--- config.mk ---
export PLATFORM = sky130hd
export DESIGN_NAME = vic_core
export DESIGN_NICKNAME = d
export VERILOG_FILES = /design/src/rtl/vic_pkg.sv /design/src/rtl/vic_pin_edge.sv /design/src/rtl/vic_flags.sv /design/src/rtl/vic_prio.sv /design/src/rtl/vic_core.sv
export SDC_FILE = /design/constraint.sdc
export NUM_CORES = 1
export LEC_CHECK = 0
export BUFFER_PORTS_ARGS = -buffer_cell sky130_fd_sc_hd__buf_2
export CAP_MARGIN = 25
export CORE_MARGIN = 4
export CORE_UTILIZATION = 45
export CTS_CLUSTER_SIZE = 16
export DETAILED_ROUTE_END_ITERATION = 7
export PLACE_DENSITY = 0.67
export SLEW_MARGIN = 40
export SYNTH_ARGS = -nofsm -noshare
export SYNTH_HDL_FRONTEND = slang
export SYNTH_SLANG_ARGS = --single-unit
--- constraint.sdc ---
create_clock -name clk -period 3.7 [get_ports clk]
set_clock_uncertainty 0.05 [all_clocks]
set_input_delay 0.555 -clock clk [delete_from_list [all_inputs] [get_ports clk]]
set_output_delay 0.555 -clock clk [all_outputs]
set_load 0.02 [all_outputs]
--- src/rtl/vic_pkg.sv ---
package vic_pkg;
  localparam int NUM_IRQ        = 16;
  localparam int NMI_IDX        = 1;
  localparam int FIRST_MASKABLE = 4;

  typedef enum logic [3:0] {
    SEL_FLAGS  = 4'd0,
    SEL_CLEAR  = 4'd1,
    SEL_ENABLE = 4'd2,
    SEL_CTRL   = 4'd3,
    SEL_BASE   = 4'd4,
    SEL_POL    = 4'd5,
    SEL_GPEN   = 4'd6,
    SEL_GPDIR  = 4'd7,
    SEL_IRP    = 4'd8,
    SEL_NRP    = 4'd9
  } reg_sel_e;
endpackage

--- src/rtl/vic_pin_edge.sv ---
module vic_pin_edge #(
  parameter int SYNC_STAGES = 2
) (
  input  logic clk,
  input  logic rst_n,
  input  logic pin,
  input  logic invert,
  input  logic allow,
  output logic pulse
);
  logic [SYNC_STAGES-1:0] sync_q;
  logic                   level;
  logic                   level_q;

  always_ff @(posedge clk or negedge rst_n) begin
    if (!rst_n) begin
      sync_q  <= '0;
      level_q <= 1'b0;
    end else begin
      sync_q  <= {sync_q[SYNC_STAGES-2:0], pin};
      level_q <= level;
    end
  end

  // effective level: polarity applied before edge detection
  assign level = sync_q[SYNC_STAGES-1] ^ invert;
  assign pulse = allow & level & ~level_q;

  AST_EDGE_ONE_SHOT: assert property (@(posedge clk) disable iff (!rst_n)
    pulse |=> !pulse);
endmodule

--- src/rtl/vic_flags.sv ---
module vic_flags #(
  parameter int N = 16
) (
  input  logic         clk,
  input  logic         rst_n,
  input  logic [N-1:0] set_i,
  input  logic [N-1:0] clr_i,
  output logic [N-1:0] flags_o
);
  logic [N-1:0] flags_q;

  always_ff @(posedge clk or negedge rst_n) begin
    if (!rst_n) flags_q <= '0;
    else        flags_q <= (flags_q & ~clr_i) | set_i;
  end

  assign flags_o = flags_q;

  for (genvar i = 0; i < N; i++) begin : g_hold
    AST_FLAG_STICKY: assert property (@(posedge clk) disable iff (!rst_n)
      flags_q[i] && !clr_i[i] |=> flags_q[i]);
  end
endmodule

--- src/rtl/vic_prio.sv ---
module vic_prio #(
  parameter int N  = 16,
  parameter int IW = 4
) (
  input  logic [N-1:0]  req,
  output logic          valid,
  output logic [IW-1:0] idx
);
  always_comb begin
    valid = 1'b0;
    idx   = '0;
    for (int i = N - 1; i >= 0; i--) begin
      if (req[i]) begin
        valid = 1'b1;
        idx   = i[IW-1:0];
      end
    end
  end

  always_comb begin
    if (valid) begin
      AST_PRIO_HIT: assert (req[idx]);
      AST_PRIO_LOWEST: assert ((req & ((N'(1) << idx) - N'(1))) == '0);
    end
  end
endmodule

--- src/rtl/vic_core.sv ---
module vic_core import vic_pkg::*; #(
  parameter int N_EXT       = 4,
  parameter int N_INT       = 8,
  parameter int AW          = 32,
  parameter int SYNC_STAGES = 2,
  parameter int VEC_SHIFT   = 5,
  parameter int ALIGN_BITS  = 10,
  localparam int NUM        = FIRST_MASKABLE + N_EXT + N_INT,
  localparam int IW         = $clog2(NUM)
) (
  input  logic             clk,
  input  logic             rst_n,
  input  logic [N_EXT-1:0] ext_pin,
  input  logic             nmi_pin,
  input  logic [N_INT-1:0] int_src,
  input  logic             reg_wr,
  input  logic [3:0]       reg_sel,
  input  logic [AW-1:0]    reg_wdata,
  output logic [AW-1:0]    reg_rdata,
  input  logic [AW-1:0]    core_pc,
  output logic             irq_valid,
  input  logic             irq_ready,
  output logic [IW-1:0]    irq_num,
  output logic [AW-1:0]    irq_vector,
  input  logic             ret_int,
  input  logic             ret_nmi,
  output logic [AW-1:0]    irp_o,
  output logic [AW-1:0]    nrp_o
);
  localparam int EXT_BASE = FIRST_MASKABLE;
  localparam int INT_BASE = EXT_BASE + N_EXT;
  localparam logic [NUM-1:0] MASKABLE =
    {{(NUM-FIRST_MASKABLE){1'b1}}, {FIRST_MASKABLE{1'b0}}};
  localparam logic [NUM-1:0] NMI_BIT = NUM'(1) << NMI_IDX;

  reg_sel_e sel;
  assign sel = reg_sel_e'(reg_sel);

  logic             wr_clear, wr_enable, wr_ctrl, wr_base, wr_pol, wr_gpen, wr_gpdir;
  logic [NUM-1:0]   en_q;
  logic             nmie_q, gie_q, pgie_q;
  logic [AW-1:0]    base_q, irp_q, nrp_q;
  logic [N_EXT-1:0] pol_q, gpen_q, gpdir_q;
  logic [N_EXT-1:0] ext_pulse;
  logic             nmi_pulse;
  logic [N_INT-1:0] src_q, src_rise;
  logic [NUM-1:0]   set_vec, clr_vec, flags, req;
  logic             take, take_nmi, take_msk;

  assign wr_clear  = reg_wr && (sel == SEL_CLEAR);
  assign wr_enable = reg_wr && (sel == SEL_ENABLE);
  assign wr_ctrl   = reg_wr && (sel == SEL_CTRL);
  assign wr_base   = reg_wr && (sel == SEL_BASE);
  assign wr_pol    = reg_wr && (sel == SEL_POL);
  assign wr_gpen   = reg_wr && (sel == SEL_GPEN);
  assign wr_gpdir  = reg_wr && (sel == SEL_GPDIR);

  // external pins: synchronize, apply polarity, gate by GPIO mode
  for (genvar i = 0; i < N_EXT; i++) begin : g_ext
    vic_pin_edge #(.SYNC_STAGES(SYNC_STAGES)) u_edge (
      .clk    (clk),
      .rst_n  (rst_n),
      .pin    (ext_pin[i]),
      .invert (pol_q[i]),
      .allow  (gpen_q[i] & ~gpdir_q[i]),
      .pulse  (ext_pulse[i])
    );
  end

  vic_pin_edge #(.SYNC_STAGES(SYNC_STAGES)) u_nmi_edge (
    .clk    (clk),
    .rst_n  (rst_n),
    .pin    (nmi_pin),
    .invert (1'b0),
    .allow  (1'b1),
    .pulse  (nmi_pulse)
  );

  // on-chip sources are synchronous: rising edge only
  always_ff @(posedge clk or negedge rst_n) begin
    if (!rst_n) src_q <= '0;
    else        src_q <= int_src;
  end
  assign src_rise = int_src & ~src_q;

  always_comb begin
    set_vec                        = '0;
    set_vec[NMI_IDX]               = nmi_pulse;
    set_vec[EXT_BASE +: N_EXT]     = ext_pulse;
    set_vec[INT_BASE +: N_INT]     = src_rise;
  end

  assign clr_vec = (wr_clear ? reg_wdata[NUM-1:0] : '0)
                 | (take ? (NUM'(1) << irq_num) : '0);

  vic_flags #(.N(NUM)) u_flags (
    .clk     (clk),
    .rst_n   (rst_n),
    .set_i   (set_vec),
    .clr_i   (clr_vec),
    .flags_o (flags)
  );

  // qualification: four-way AND for maskables, NMI-enable for the NMI
  assign req = (flags & en_q & {NUM{gie_q & nmie_q}})
             | (flags & NMI_BIT & {NUM{nmie_q}});

  vic_prio #(.N(NUM), .IW(IW)) u_prio (
    .req   (req),
    .valid (irq_valid),
    .idx   (irq_num)
  );

  assign irq_vector = {base_q[AW-1:ALIGN_BITS], {ALIGN_BITS{1'b0}}}
                    + (AW'(irq_num) << VEC_SHIFT);

  assign take     = irq_valid & irq_ready;
  assign take_nmi = take & (irq_num == IW'(NMI_IDX));
  assign take_msk = take & ~take_nmi;

  // configuration registers
  always_ff @(posedge clk or negedge rst_n) begin
    if (!rst_n) begin
      en_q    <= '0;
      base_q  <= '0;
      pol_q   <= '0;
      gpen_q  <= '0;
      gpdir_q <= '0;
    end else begin
      if (wr_enable) en_q    <= reg_wdata[NUM-1:0] & MASKABLE;
      if (wr_base)   base_q  <= reg_wdata;
      if (wr_pol)    pol_q   <= reg_wdata[N_EXT-1:0];
      if (wr_gpen)   gpen_q  <= reg_wdata[N_EXT-1:0];
      if (wr_gpdir)  gpdir_q <= reg_wdata[N_EXT-1:0];
    end
  end

  // enable state machine: entry beats return beats software write
  always_ff @(posedge clk or negedge rst_n) begin
    if (!rst_n) begin
      nmie_q <= 1'b0;
      gie_q  <= 1'b0;
      pgie_q <= 1'b0;
    end else begin
      if (take_nmi)                             nmie_q <= 1'b0;
      else if (ret_nmi)                         nmie_q <= 1'b1;
      else if (wr_enable && reg_wdata[NMI_IDX]) nmie_q <= 1'b1;

      if (take_msk) begin
        pgie_q <= gie_q;
        gie_q  <= 1'b0;
      end else if (ret_int) begin
        gie_q  <= pgie_q;
      end else if (wr_ctrl) begin
        gie_q  <= reg_wdata[0];
        pgie_q <= reg_wdata[1];
      end
    end
  end

  // return address registers
  always_ff @(posedge clk or negedge rst_n) begin
    if (!rst_n) begin
      irp_q <= '0;
      nrp_q <= '0;
    end else begin
      if (take_msk) irp_q <= core_pc;
      if (take_nmi) nrp_q <= core_pc;
    end
  end

  assign irp_o = irp_q;
  assign nrp_o = nrp_q;

  always_comb begin
    reg_rdata = '0;
    case (sel)
      SEL_FLAGS:  reg_rdata = AW'(flags);
      SEL_ENABLE: reg_rdata = AW'(en_q | (NUM'(nmie_q) << NMI_IDX) | NUM'(1));
      SEL_CTRL:   reg_rdata = AW'({pgie_q, gie_q});
      SEL_BASE:   reg_rdata = base_q;
      SEL_POL:    reg_rdata = AW'(pol_q);
      SEL_GPEN:   reg_rdata = AW'(gpen_q);
      SEL_GPDIR:  reg_rdata = AW'(gpdir_q);
      SEL_IRP:    reg_rdata = irp_q;
      SEL_NRP:    reg_rdata = nrp_q;
      default:    reg_rdata = '0;
    endcase
  end

  // properties guarding the core-side sequencing
  for (genvar i = 0; i < N_EXT; i++) begin : g_gate_chk
    AST_GPIO_GATED: assert property (@(posedge clk) disable iff (!rst_n)
      $rose(flags[EXT_BASE+i]) |-> $past(gpen_q[i] && !gpdir_q[i]));
  end

  AST_OFFER_QUALIFIED: assert property (@(posedge clk) disable iff (!rst_n)
    irq_valid && (irq_num != IW'(NMI_IDX)) |->
      gie_q && nmie_q && en_q[irq_num] && flags[irq_num]);

  AST_VECTOR_ALIGNED: assert property (@(posedge clk) disable iff (!rst_n)
    irq_valid |-> irq_vector[VEC_SHIFT-1:0] == '0);

  AST_MSK_ENTRY_GIE: assert property (@(posedge clk) disable iff (!rst_n)
    take_msk |=> !gie_q && (pgie_q == $past(gie_q)));

  AST_MSK_ENTRY_PC: assert property (@(posedge clk) disable iff (!rst_n)
    take_msk |=> irp_q == $past(core_pc));

  AST_NMI_ENTRY: assert property (@(posedge clk) disable iff (!rst_n)
    take_nmi && !wr_ctrl && !ret_int |=>
      !nmie_q && $stable(gie_q) && $stable(pgie_q) && (nrp_q == $past(core_pc)));

  AST_NMIE_STICKY: assert property (@(posedge clk) disable iff (!rst_n)
    nmie_q && !take_nmi |=> nmie_q);
endmodule

==> impl_metrics.csv <==
group,metric,value,unit
floorplan,floorplan.initialDensity,0.458,
placed_design,pre_cts_slack,894,ps
synthesis,synth_xor_area_frac,0.00461,
timing,timing.fmax,341,MHz
synthesis,yosysWarnings,0,
floorplan,die-width,138,um
synthesis,synth_top_area_frac,0.534,
synthesis,synthTopCellsByArea,"sky130_fd_sc_hd__dfrtp_1 53%, sky130_fd_sc_hd__mux2_2 13%, sky130_fd_sc_hd__mux2_4 5.5%",
critical_path,crit_path_start_kind,"flop",
global_routing,first_global_vias,5811,
timing,layout_worst_path_cycle_share,0.792,
synthesis,largest_area_contributor_in_the_synthesized_netlist,"sky130_fd_sc_hd__dfrtp_1",
timing,postLayoutSetupSlackWorst,771,ps
placed_design,numPortBuffers,213,
finish,layout-area-overhead-vs-synth,20.8,%
critical_path,crit_family,"simple AND/OR/NAND/NOR gates",
critical_path,endpoint_kind,"output port",
synthesis,synth_simple_gate_area_share,0.0824,
critical_path,r2r-start,"nmie_q$_DFFE_PN0P_",
finish,layout.filler_cells,1481,
timing,hold_viol_final,0,
timing,finalSetupViolations,0,
synthesis,synth_edf_count,0,
critical_path,worst-endpoint-arrival,2320,ps
pwr,power.density_cell_area,790,nW/um2
critical_path,crit_end,"irq_vector[6]",
global_routing,antenna_found_initial,0,
global_routing,global_route_wire_length_before_repair,31.2,mm
drt,detail-route-antenna-nets,0,
timing,slew_violations,0,
clock_network,numClockSinks,162,
drt,post_drt_wl_per_cell,20.2,um
clock_network,tritoncts,"done",
floorplan,placement_rows,47,
floorplan,core_area,16600,um2
floorplan,fp.dieArea,19000,um2
drt,detail_route.iter0.violations,372,
finish,fraction_of_layout_instances_using_a_drive_strength_above_1,0.475,
critical_path,timing.critical_path.buf_inv,1,
drt,drtPass1Iterations,7,
critical_path,worst-endpoint-required,3090,ps
synthesis,post-synth-top-count-cell,"sky130_fd_sc_hd__dfrtp_1",
synthesis,netlist-cell-type-count,56,
critical_path,crit_start,"nmie_q$_DFFE_PN0P_",
timing,hold_slack,99.7,ps
synthesis,synthMuxAreaShare,0.202,
critical_path,worstReg2RegEnd,"u_flags.flags_o[11]$_DFF_PN0_",
pwr,power.ir.vdd_worst,0.397,mV
critical_path,rr_worst_depth,5,
clock_network,post_cts_resized,0,
timing,worst_slew_margin_rel,0.538,
synthesis,netlist_top_cells_count,"162 x sky130_fd_sc_hd__dfrtp_1, 90 x sky130_fd_sc_hd__mux2_2, 75 x sky130_fd_sc_hd__nand2_1, 32 x sky130_fd_sc_hd__a22oi_1, 32 x sky130_fd_sc_hd__buf_4",
clock_network,worst_skew_pair.late_latency,430,ps
floorplan,ioPinCount,220,
clock_network,cts.hold.buffers_added,0,
clock_network,cts_buffers,17,
synthesis,synth_cells,614,
finish,diodes,0,
clock_network,post_cts_setup_buffer_count,0,
clock_network,cts_htree_levels,4,
global_routing,globalRoute.totalOverflow,0,
timing,totalNegativeSetupSlack,0,ps
drt,drt_drc_violations_left,0,
clock_network,buffers_from_clock_root_to_sink_at_most,2,
flow_run,maxCapViolations,0,
clock_network,cts_root_buf,"sky130_fd_sc_hd__clkbuf_16",
finish,final_net_count,880,
critical_path,critical_path.max_stage_delay,480,ps
timing,grt_setup_unrepaired,"no",
critical_path,critical_path_class,"reg2out",
synthesis,cell_area_after_synthesis,7590,um2
drt,drt-total-wl,20.7,mm
pwr,static-leakage-power,0.00449,uW
global_routing,maximum_number_of_pins_on_one_net_before_global_route_repair,84,
clock_network,clkSlewWorstSetupHoldPaths,60,ps
critical_path,reg_to_reg_setup_timing_slack,1440,ps
synthesis,synth_fa_ha_area_frac,0,
placed_design,gp_congestion,0.893,
drt,detailroute.via_count,5771,
placed_design,dp_hpwl,15.0,mm
drt,avgViaCountPerCell,5.64,
timing,timing_worst_slew_pin_value,693,ps
critical_path,critical_path_cell_count,5,
synthesis,synth_compound_gate_area_share,0.116,
synthesis,synthArstFlopShare,1.00,
synthesis,synthFlopType,"sky130_fd_sc_hd__dfrtp_1",
timing,min_period,2930,ps
synthesis,synth_sequential_area_ratio,0.534,
synthesis,syn_avg_cell_area,12.4,um2
floorplan,fp.dieH,138,um
hold_path,holdCritPathClass,"in2async",
run_status,run_status,"completed",
critical_path,crit_path_cell_trace,"and2_1, and2_4, o21ai_0, a211oi_1, buf_2",
critical_path,worst_path_max_delay_cell,"sky130_fd_sc_hd__dfrtp_1",
global_routing,gr-usage-all-layers,0.214,
synthesis,largest_family_of_logic_cells_by_synthesized_area,"multiplexers",
synthesis,seq_cells_post_synth,162,
critical_path,crit_fanout,10,
==> worst min-delay path by stage <==
stage / endpoint / slack, ps
final: base_q[10]$_DFFE_PN0P_ / 100
after detailed placement: g_ext[2].u_edge.sync_q[1]$_DFF_PN0_ / 290
after CTS: base_q[10]$_DFFE_PN0P_ / 150
after global placement: g_ext[3].u_edge.sync_q[1]$_DFF_PN0_ / 280
after floorplan: base_q[0]$_DFFE_PN0P_ / 210
after global routing: base_q[10]$_DFFE_PN0P_ / 160
==> through the flow <==
step / cells / total power (uW) / area (um2) / utilization
CTS: 1024 / 7300 / 9170 / 0.553
detailed placement: 994 / 5680 / 8650 / 0.521
global route: 1024 / 7630 / 9180 / 0.553
floorplan: 619 / 4790 / 7610 / -
global placement: 994 / 5600 / 8640 / 0.521
finish: 1024 / 7250 / 9180 / 0.553
==> report_power, final <==
| part | internal (uW) | switching [uW] |
|---|---|---|
| Clock | 917 | 690 |
| Combinational | 1210 | 1540 |
| Sequential | 2360 | 537 |
==> sequential cells by signal (all words and copies together), names as in the netlist <==
signal and cells:
base_q 32, irp_o 32, nrp_o 32, u_flags.flags_o 16
en_q 12, g_ext.u_edge.sync_q 8, src_q 8, g_ext.u_edge.level_q 4
gpdir_q 4, gpen_q 4, pol_q 4, u_nmi_edge.sync_q 2
gie_q 1, nmie_q 1, pgie_q 1, u_nmi_edge.level_q 1
==> cells by family after synthesis <==
group | after synthesis
other | 1
AOI/OAI and AO/OA | 114
muxes | 127
and+or+nand+nor | 131
DFF | 162
xor gates and xnor gates | 4
buffers and inverters | 75
==> worst reg2reg max path, stage by stage, from the launching register on <==
cell,delay (ps)
sky130_fd_sc_hd__dfrtp_1,480
sky130_fd_sc_hd__and2_1,400
sky130_fd_sc_hd__nand3_2,160
sky130_fd_sc_hd__o21ai_1,570
sky130_fd_sc_hd__o21ai_0,210
sky130_fd_sc_hd__a32o_1,280
==> final cells by class <==
cell class	count	area, um2	share of cell area
Multi-Input combinational cell	382	3120	0.340
Clock buffer	21	440	0.0480
Inverter	8	30.0	0.00327
Clock inverter	9	86.3	0.00941
Sequential cell	162	4050	0.442
Timing Repair Buffer	222	1170	0.127
Tap cell	220	275	0.0300
==> metal layers <==
layer  track usage  wire length, um  up-vias
met5             0                0        -
met4        0.0681              364        0
met2         0.355            10400      241
li1              -                -     2574
met3        0.0562             1610       33
met1         0.274             8290     2923
==> placed cells by master (no fill, tap or decap), drive strengths merged, types with 7 or more instances in the layout <==
master    n
buf     221
dfrtp   162
mux2    124
nand2    75
a22oi    32
clkbuf   22
o21ai    18
a222oi   12
nor2     11
inv       9
nor3      9
a21boi    7
a32o      7
and2      7
(Power assumes the default switching activity.)
